===== src/rtl/skip_acc_pkg.sv =====
package skip_acc_pkg;
    localparam int GROUP_W = 4;

    function automatic int round_up_groups(input int w);
        return ((w + GROUP_W - 1) / GROUP_W) * GROUP_W;
    endfunction
endpackage


===== src/rtl/cskip_group.sv =====
module cskip_group
    import skip_acc_pkg::*;
(
    input  logic [GROUP_W-1:0] a,
    input  logic [GROUP_W-1:0] b,
    input  logic               ci,
    output logic [GROUP_W-1:0] s,
    output logic               co
);
    logic [GROUP_W-1:0] prop;
    logic [GROUP_W-1:0] gen;
    logic [GROUP_W:0]   chain;

    always_comb begin
        prop     = a ^ b;
        gen      = a & b;
        chain[0] = ci;
        for (int i = 0; i < GROUP_W; i++) begin
            chain[i+1] = gen[i] | (prop[i] & chain[i]);
        end
        s  = prop ^ chain[GROUP_W-1:0];
        // bypass multiplexer: a fully propagating group hands its carry-in straight on
        co = (&prop) ? ci : chain[GROUP_W];
    end
endmodule


===== src/rtl/cskip_adder.sv =====
module cskip_adder
    import skip_acc_pkg::*;
#(
    parameter int W = 8
) (
    input  logic [W-1:0] a,
    input  logic [W-1:0] b,
    input  logic         cin,
    output logic [W-1:0] sum,
    output logic         cout
);
    localparam int NGRP = W / GROUP_W;

    logic [NGRP:0] carry;

    assign carry[0] = cin;

    for (genvar g = 0; g < NGRP; g++) begin : g_grp
        cskip_group u_grp (
            .a  (a[g*GROUP_W +: GROUP_W]),
            .b  (b[g*GROUP_W +: GROUP_W]),
            .ci (carry[g]),
            .s  (sum[g*GROUP_W +: GROUP_W]),
            .co (carry[g+1])
        );
    end

    assign cout = carry[NGRP];

    initial begin
        assert_width_R1: assert (W % GROUP_W == 0 && W > 0);
    end

    always_comb begin
        assert_adder_sum_R1: assert ({cout, sum} == ({1'b0, a} + {1'b0, b} + {{W{1'b0}}, cin}));
    end
endmodule


===== src/rtl/skip_shift_acc.sv =====
module skip_shift_acc
    import skip_acc_pkg::*;
#(
    parameter int IN_W      = 10,
    parameter int FRAME_LEN = 8
) (
    input  logic                      clk,
    input  logic                      rst_n,
    input  logic                      in_valid,
    input  logic                      frame_start,
    input  logic [IN_W-1:0]           psum_i,
    output logic                      done_o,
    output logic [IN_W+FRAME_LEN-1:0] result_o
);
    localparam int ACC_W = IN_W + FRAME_LEN;
    localparam int ADD_W = round_up_groups(ACC_W);
    localparam int CNT_W = $clog2(FRAME_LEN + 1);

    typedef struct packed {
        logic [CNT_W-1:0] cnt;
        logic [ACC_W-1:0] acc;
        logic [ACC_W-1:0] result;
        logic             done;
    } acc_state_t;

    acc_state_t st_d, st_q;

    logic [ADD_W-1:0] add_a_d, add_b_d, add_sum_d;
    logic             add_cout_d;

    // doubled running total plus the zero-extended partial sum
    assign add_a_d = ADD_W'({st_q.acc[ACC_W-2:0], 1'b0});
    assign add_b_d = ADD_W'(psum_i);

    cskip_adder #(.W(ADD_W)) u_add (
        .a    (add_a_d),
        .b    (add_b_d),
        .cin  (1'b0),
        .sum  (add_sum_d),
        .cout (add_cout_d)
    );

    always_comb begin
        st_d      = st_q;
        st_d.done = 1'b0;
        if (in_valid) begin
            if (frame_start) begin
                st_d.acc = ACC_W'(psum_i);
                st_d.cnt = CNT_W'(1);
            end else if (st_q.cnt != '0) begin
                st_d.acc = add_sum_d[ACC_W-1:0];
                if (st_q.cnt == CNT_W'(FRAME_LEN - 1)) begin
                    st_d.result = add_sum_d[ACC_W-1:0];
                    st_d.done   = 1'b1;
                    st_d.cnt    = '0;
                end else begin
                    st_d.cnt = st_q.cnt + CNT_W'(1);
                end
            end
        end
    end

    always_ff @(posedge clk) begin
        if (!rst_n) st_q <= '0;
        else        st_q <= st_d;
    end

    assign done_o   = st_q.done;
    assign result_o = st_q.result;

    initial begin
        assert_frame_len_R5: assert (FRAME_LEN >= 2);
    end

    assert_no_overflow_R9: assert property (@(posedge clk) disable iff (!rst_n)
        (in_valid && !frame_start && st_q.cnt != '0) |->
            (!add_cout_d && (add_sum_d >> ACC_W) == '0));

    assert_load_R3: assert property (@(posedge clk) disable iff (!rst_n)
        (in_valid && frame_start) |=> (st_q.acc == ACC_W'($past(psum_i))));

    assert_idle_ignore_R7: assert property (@(posedge clk) disable iff (!rst_n)
        (!in_valid || (!frame_start && st_q.cnt == '0)) |=>
            ($stable(st_q.acc) && $stable(st_q.cnt)));

    assert_done_pulse_R5: assert property (@(posedge clk) disable iff (!rst_n)
        done_o |=> !done_o);

    assert_result_hold_R6: assert property (@(posedge clk) disable iff (!rst_n)
        !done_o |-> $stable(result_o));
endmodule


===== config.mk =====
export PLATFORM = sky130hd
export DESIGN_NAME = skip_shift_acc
export DESIGN_NICKNAME = d
export VERILOG_FILES = /design/src/rtl/skip_acc_pkg.sv /design/src/rtl/cskip_group.sv /design/src/rtl/cskip_adder.sv /design/src/rtl/skip_shift_acc.sv
export SDC_FILE = /design/constraint.sdc
export NUM_CORES = 1
export LEC_CHECK = 0
export ABC_AREA = 1
export BUFFER_PORTS_ARGS = -buffer_cell sky130_fd_sc_hd__buf_4
export CORE_ASPECT_RATIO = 1.2
export CORE_MARGIN = 1.5
export CORE_UTILIZATION = 40
export CTS_CLUSTER_DIAMETER = 100
export DETAILED_ROUTE_END_ITERATION = 8
export GPL_ROUTABILITY_DRIVEN = 0
export GPL_TIMING_DRIVEN = 0
export PLACE_DENSITY = 0.65
export SETUP_SLACK_MARGIN = 0.02
export SYNTH_ARGS = -nofsm -noshare
export SYNTH_HDL_FRONTEND = slang
export SYNTH_SLANG_ARGS = --single-unit
export TNS_END_PERCENT = 1

===== constraint.sdc =====
create_clock -name clk -period 11.7 [get_ports clk]
set_input_delay 1.17 -clock clk [delete_from_list [all_inputs] [get_ports clk]]
set_output_delay 1.17 -clock clk [all_outputs]
set_load 0.02 [all_outputs]

* After elaboration in Yosys (flattened, before gate mapping)
Index checks and enable logic that the tools add are counted.
Storage, ports and cells: logic and storage cells 65, bits in registers 40, output and inout port bits 19
Operators by class: equal/unequal tests 1, add/subtract/negate cells 1, reduce and logical (&&, ||, !) cells 9, bitwise operators 42, multiplexer cells 8
Operators by type and width (count):
- 2-to-1 mux 41 bit | 1
- XOR 4 bit | 6
- 2-to-1 mux 22 bit | 1
- AND reduction 4 bit | 5
- 2-to-1 mux 19 bit | 1
- bitwise AND 1 bit | 16
- OR 1 bit | 11
- bitwise AND 4 bit | 2
- adder 4 x 1 -> 4 bit, second input constant | 1
- bitwise AND 4 x 2 -> 4 bit | 1
- == test 4 x 3 -> 1 bit, second input constant | 1
- 2-to-1 mux 1 bit | 4
- 2-to-1 mux 4 bit | 1
- inverter 1 bit | 4
- nonzero test 4 bit | 1
- OR reduction 4 bit | 1
- XOR 4 x 2 -> 4 bit | 1
- AND reduction 2 bit | 1
- nonzero test 2 bit | 1
- XOR 2 bit | 1

* Logic depth before layout (Yosys ltp)
depth after elaboration 36, gate-level depth with buffers 27

* Hierarchy
From an unflattened synthesis, not the netlist that was laid out.
Second synthesis, totals: cell total of the unflattened synthesis 377, area, all modules 2890.3 um^2
Modules (own cells, without submodules):
- skip_shift_acc | area each 1933.1 um^2, cells an instance 257, sequential area each 800.8 um^2, times used 1
- cskip_group | area each 191.4 um^2, cells an instance 24, sequential area each 0.0 um^2, times used 5

* Worst setup path after synthesis
OpenSTA, ideal clock, no wires.
path type input to register, from input port psum_i[1], to register st_q, in the netlist result_o[16], buffers on the path 0, slack 4.932 ns, stages on the path 26, data required time 11.584 ns, arrival 6.652 ns, cells stage by stage ha_1 > fa_1 > fa_1 > nand2_1 > inv_1 > fa_1 > fa_1 > fa_1 > fa_1 > o21ai_0 > nand2_1 > fa_1 > fa_1 > ha_1 > ha_1 > or2_2 > and2_1 > ha_1 > ha_1 > ha_1 > ha_1 > nand2_1 > nand2_1 > ha_1 > o21ai_0 > nor2_1
On the way: cells in the longest elaborated chain, start to end 32
RTL lines:
- start, declared | line skip_shift_acc.sv:11 | input logic [IN_W-1:0] psum_i,
- XOR 4 bit | line cskip_group.sv:15 | prop = a ^ b;
- bitwise AND 1 bit | line cskip_group.sv:19 | chain[i+1] = gen[i] | (prop[i] & chain[i]);
- OR 1 bit | line cskip_group.sv:19
- bitwise AND 1 bit | line cskip_group.sv:19
- OR 1 bit | line cskip_group.sv:19
- bitwise AND 1 bit | line cskip_group.sv:19
- OR 1 bit | line cskip_group.sv:19
- 2-to-1 mux 1 bit * | line cskip_group.sv:23 | co = (&prop) ? ci : chain[GROUP_W];
- [14 not listed]
- OR 1 bit | line cskip_group.sv:19
- bitwise AND 1 bit | line cskip_group.sv:19
- OR 1 bit | line cskip_group.sv:19
- 2-to-1 mux 1 bit * | line cskip_group.sv:23
- bitwise AND 1 bit (4 in a row) | line cskip_group.sv:19
- 2-to-1 mux 1 bit * | line cskip_group.sv:23
- XOR 2 bit * | line cskip_group.sv:21 | s = prop ^ chain[GROUP_W-1:0];
- named net add_sum_d[16] | line skip_shift_acc.sv:28 | logic [ADD_W-1:0] add_a_d, add_b_d, add_sum_d;
- end signal, assigned | line skip_shift_acc.sv:65 | else st_q <= st_d;
- end, declared | line skip_shift_acc.sv:26 | acc_state_t st_d, st_q;
The timed path passes the listed nets; every way through them passes the cells marked *. A chain may end at the register's enable or synchronous reset.

* Worst setup path in the final report
Same ends and word-level chain as after synthesis.

==> metrics.md <==
| Metric | Value |
|---|---|
| Largest net degree at the start of global routing | `13` |
| Clock tree root driver cell | `clkbuf_8` |
| Final Critical Period | `about 7.0 ns` |
| Final hold violation count | `0` |
| Run status | `finished clean` |
| Final count of negative-setup-slack endpoints | `0` |
| Post-Synth XOR/XNOR Area | `0.00773` |
| Tot GR Track Use | `0.168` |
| CTS clk-pin slew, worst paths | `~0.08 ns` |
| Initial DRT Pass Iterations | `6` |
| Starting density of the core | `0.422` |
| Reg2reg start | `add_a_d[1]$_SDFFE_PN0P_` |
| Top sig layer | `met4` |
| Synth warnings | `0` |
| CTS resizes | `0` |
| Global-route congestion overflow total | `0` |
| CP Buf/Inv Count | `2` |
| Clock insertion delay at the later pin of the skew report | `0.29 ns` |
| Endpoint with the worst hold slack | `add_a_d[16]$_SDFFE_PN0P_` |
| Die H | `around 85 um` |
| R2R depth | `26` |
| Die Footprint | `0.00613 mm2` |
| Fin Hold WS | `a little under 0.5 ns` |
| Worst endpoint data arrival time | `7.14 ns` |
| CTS tree | `done` |
| Die X | `around 72 um` |
| Total power | `roughly 290 uW` |
| Routed length on met2 | `2260 um` |
| Worst VDD drop | `0.0000515 V` |
| Reg2reg end | `result_o[16]$_SDFFE_PN0P_` |
| Worst-case register-to-register setup slack | `5.44 ns` |
| WL met1 | `between 2000 and 2500 um` |
| Maximum clock frequency | `144 MHz` |
| Hold path startpoint | `add_a_d[16]$_SDFFE_PN0P_` |
| Combinational family with the most area after synthesis | `simple AND/OR/NAND/NOR gates` |
| Area inside the core boundary | `around 0.0054 mm2` |
| Post-detailed-placement half-perimeter wirelength | `3400 um` |
| Maximum level of the CTS H-tree | `2` |
| Num CTS Buffers | `5` |
| Maximum root-to-sink buffer count | `2` |
| Wire length per cell after detailed routing | `around 11 um` |
| Share of synthesized cell area in full adder, half adder and majority cells | `0.170` |
| Routed via count divided by cell count | `approximately 4.6` |
| Syn-to-layout area delta | `18.2%` |
| Cell family with most CP delay | `adder cells` |
| Share of layout cells above drive strength 1 | `0.211` |
| Final net count | `380` |
| Compound-cell area share of the yosys netlist | `0.0839` |
| Crit-path max FO | `2` |
| Net Count, Synth | `341` |
| Post-CTS Hold Fix Bufs | `0` |
| Power density relative to cell area | `around 110 mW/mm2` |
| Relative slew slack | `0.705` |
| Cell Area, Synth | `between 0.002 and 0.0025 mm2` |
| Via count of the first global-routing pass | `1784` |
| Worst hold path stage count | `2` |
| Critical Path RT | `between 10 and 15 ns` |
| Max-slew violations | `0` |
| Wire length of the first global-routing pass | `8060 um` |
| WS Path Type | `input pin to flop` |
| Number of distinct library cell variants in the gate-level netlist after synthesis | `30` |
| Leading cell type in the layout, fill and taps excluded | `nor2_1` |
| Number of maximum-capacitance violations | `0` |
| Cell count after synthesis | `301` |
| Synthesized flop and latch total | `40` |
| Crit-path max cell delay | `0.41 ns` |
| Sum Neg Setup Slack | `0 ns` |
| Count of routing violations after the opening detailed-route iteration | `71` |
| Sinks on the clock net | `40` |
| Class of the most critical hold timing path | `flop to flop` |
| Multiplexer area fraction after synthesis | `0` |
| Mean instance size in the synthesized netlist | `around 7.5 um2` |
| Leakage power | `around 0.0013 uW` |
| Remaining routing DRC violations | `0` |
| Vias after detailed routing | `1854` |
| Residual antenna-violating net count after detailed routing | `0` |
| Stages on worst setup path | `27` |
| Fraction of the cycle the final worst path needs | `0.594` |
| Total met3 wirelength after detailed routing | `128 um` |
| Initial antenna violation count | `0` |
| Sequential share of the synthesized area | `0.353` |
| Total wire length | `4630 um` |
| Setup repair after global routing missed its margin | `false` |
| Final clock skew | `0.00929 ns` |
| Number of port buffers | `32` |
| Number of I/O pins | `33` |
| Actual transition at the worst max-transition pin | `approximately 0.44 ns` |
| Row cnt | `29` |
| Number of antenna cells inserted | `0` |
| Critical-path top delay cell | `fa_1` |
| Post-synthesis simple-gate area fraction | `0.262` |
| Nature of the critical path endpoint | `flop` |
| Most frequent cells in the layout | `nor2_1 (71), nand2_1 (66), buf_4 (52)` |
| Setup Buffers After CTS | `0` |
| Startpoint class of the critical path | `input pin` |
## area by class of cell
| class | count | area, um2 |
|---|---|---|
| buffer | 27 | 194 |
| clock buffer | 7 | 86.3 |
| clock inverter | 1 | 7.51 |
| fill | 546 | 2690 |
| inverter | 22 | 85.1 |
| multi-input combinational | 212 | 1190 |
| sequential | 40 | 801 |
| tap | 62 | 77.6 |
| timing repair buffer | 32 | 240 |
## metal layers
metal	global-route usage	vias up
li1	-	991
met1	0.204	831
met2	0.290	25
met3	0.0333	7
met4	0.0669	0
met5	0	-
## synth_stat cells, drive strengths merged
master / instances / area share
nor2: 72 / 0.12
nand3: 4 / 0.0088
inv: 20 / 0.034
xor2: 1 / 0.0039
buf: 24 / 0.080
a21oi: 12 / 0.028
nor4: 1 / 0.0028
nand2: 69 / 0.12
dfxtp: 40 / 0.35
clkbuf: 3 / 0.0055
ha: 18 / 0.099
xnor2: 1 / 0.0039
clkinv: 2 / 0.0033
and2: 1 / 0.0028
o21ai: 23 / 0.056
fa: 8 / 0.071
or2: 1 / 0.0028
nand4: 1 / 0.0028
## stage by stage
stage / util / instances / setup slack, ns / area [um2]
2_1_floorplan: - / 301 / 4.93 / 2270
3_3_place_gp: 0.481 / 395 / 4.51 / 2580
3_5_place_dp: 0.481 / 395 / 4.44 / 2580
4_1_cts: 0.499 / 403 / 4.73 / 2680
5_1_grt: 0.499 / 403 / 4.46 / 2680
6_report: 0.499 / 403 / 4.75 / 2680
## kinds of logic after synthesis
group                      Yosys count
AOI/OAI and AO/OA                   35
xor gates and xnor gates             2
adders and majority gates           26
buffers and inverters               49
DFF                                 40
and+or+nand+nor                    149
## report_power, final
| part | switching, uW | internal, uW | total, uW |
|---|---|---|---|
| logic | 26.0 | 18.9 | 44.9 |
| registers | 3.52 | 140 | 143 |
| clock network | 49.9 | 48.0 | 97.8 |
| total | 79.4 | 207 | 286 |
## worst min-delay path, cell delays in order, from the launching register on
cell and delay [ns]:
dfxtp_1 0.33, nand2_1 0.06, a21oi_1 0.05
## flip-flops by register name (all words and copies together) (netlist names)
name and count:
add_a_d 17, result_o 18, st_q 4, done_o 1
## how the worst max path moves through the flow
stage | start | endpoint | slack, ns
floorplan | psum_i[1] | result_o[16]$_SDFFE_PN0P_ | 4.93
global placement | psum_i[1] | result_o[16]$_SDFFE_PN0P_ | 4.51
detailed placement | psum_i[1] | result_o[16]$_SDFFE_PN0P_ | 4.44
CTS | psum_i[1] | result_o[16]$_SDFFE_PN0P_ | 4.73
global route | psum_i[1] | result_o[16]$_SDFFE_PN0P_ | 4.46
finish | psum_i[1] | result_o[16]$_SDFFE_PN0P_ | 4.75
Power figures use the tool's default switching activity.
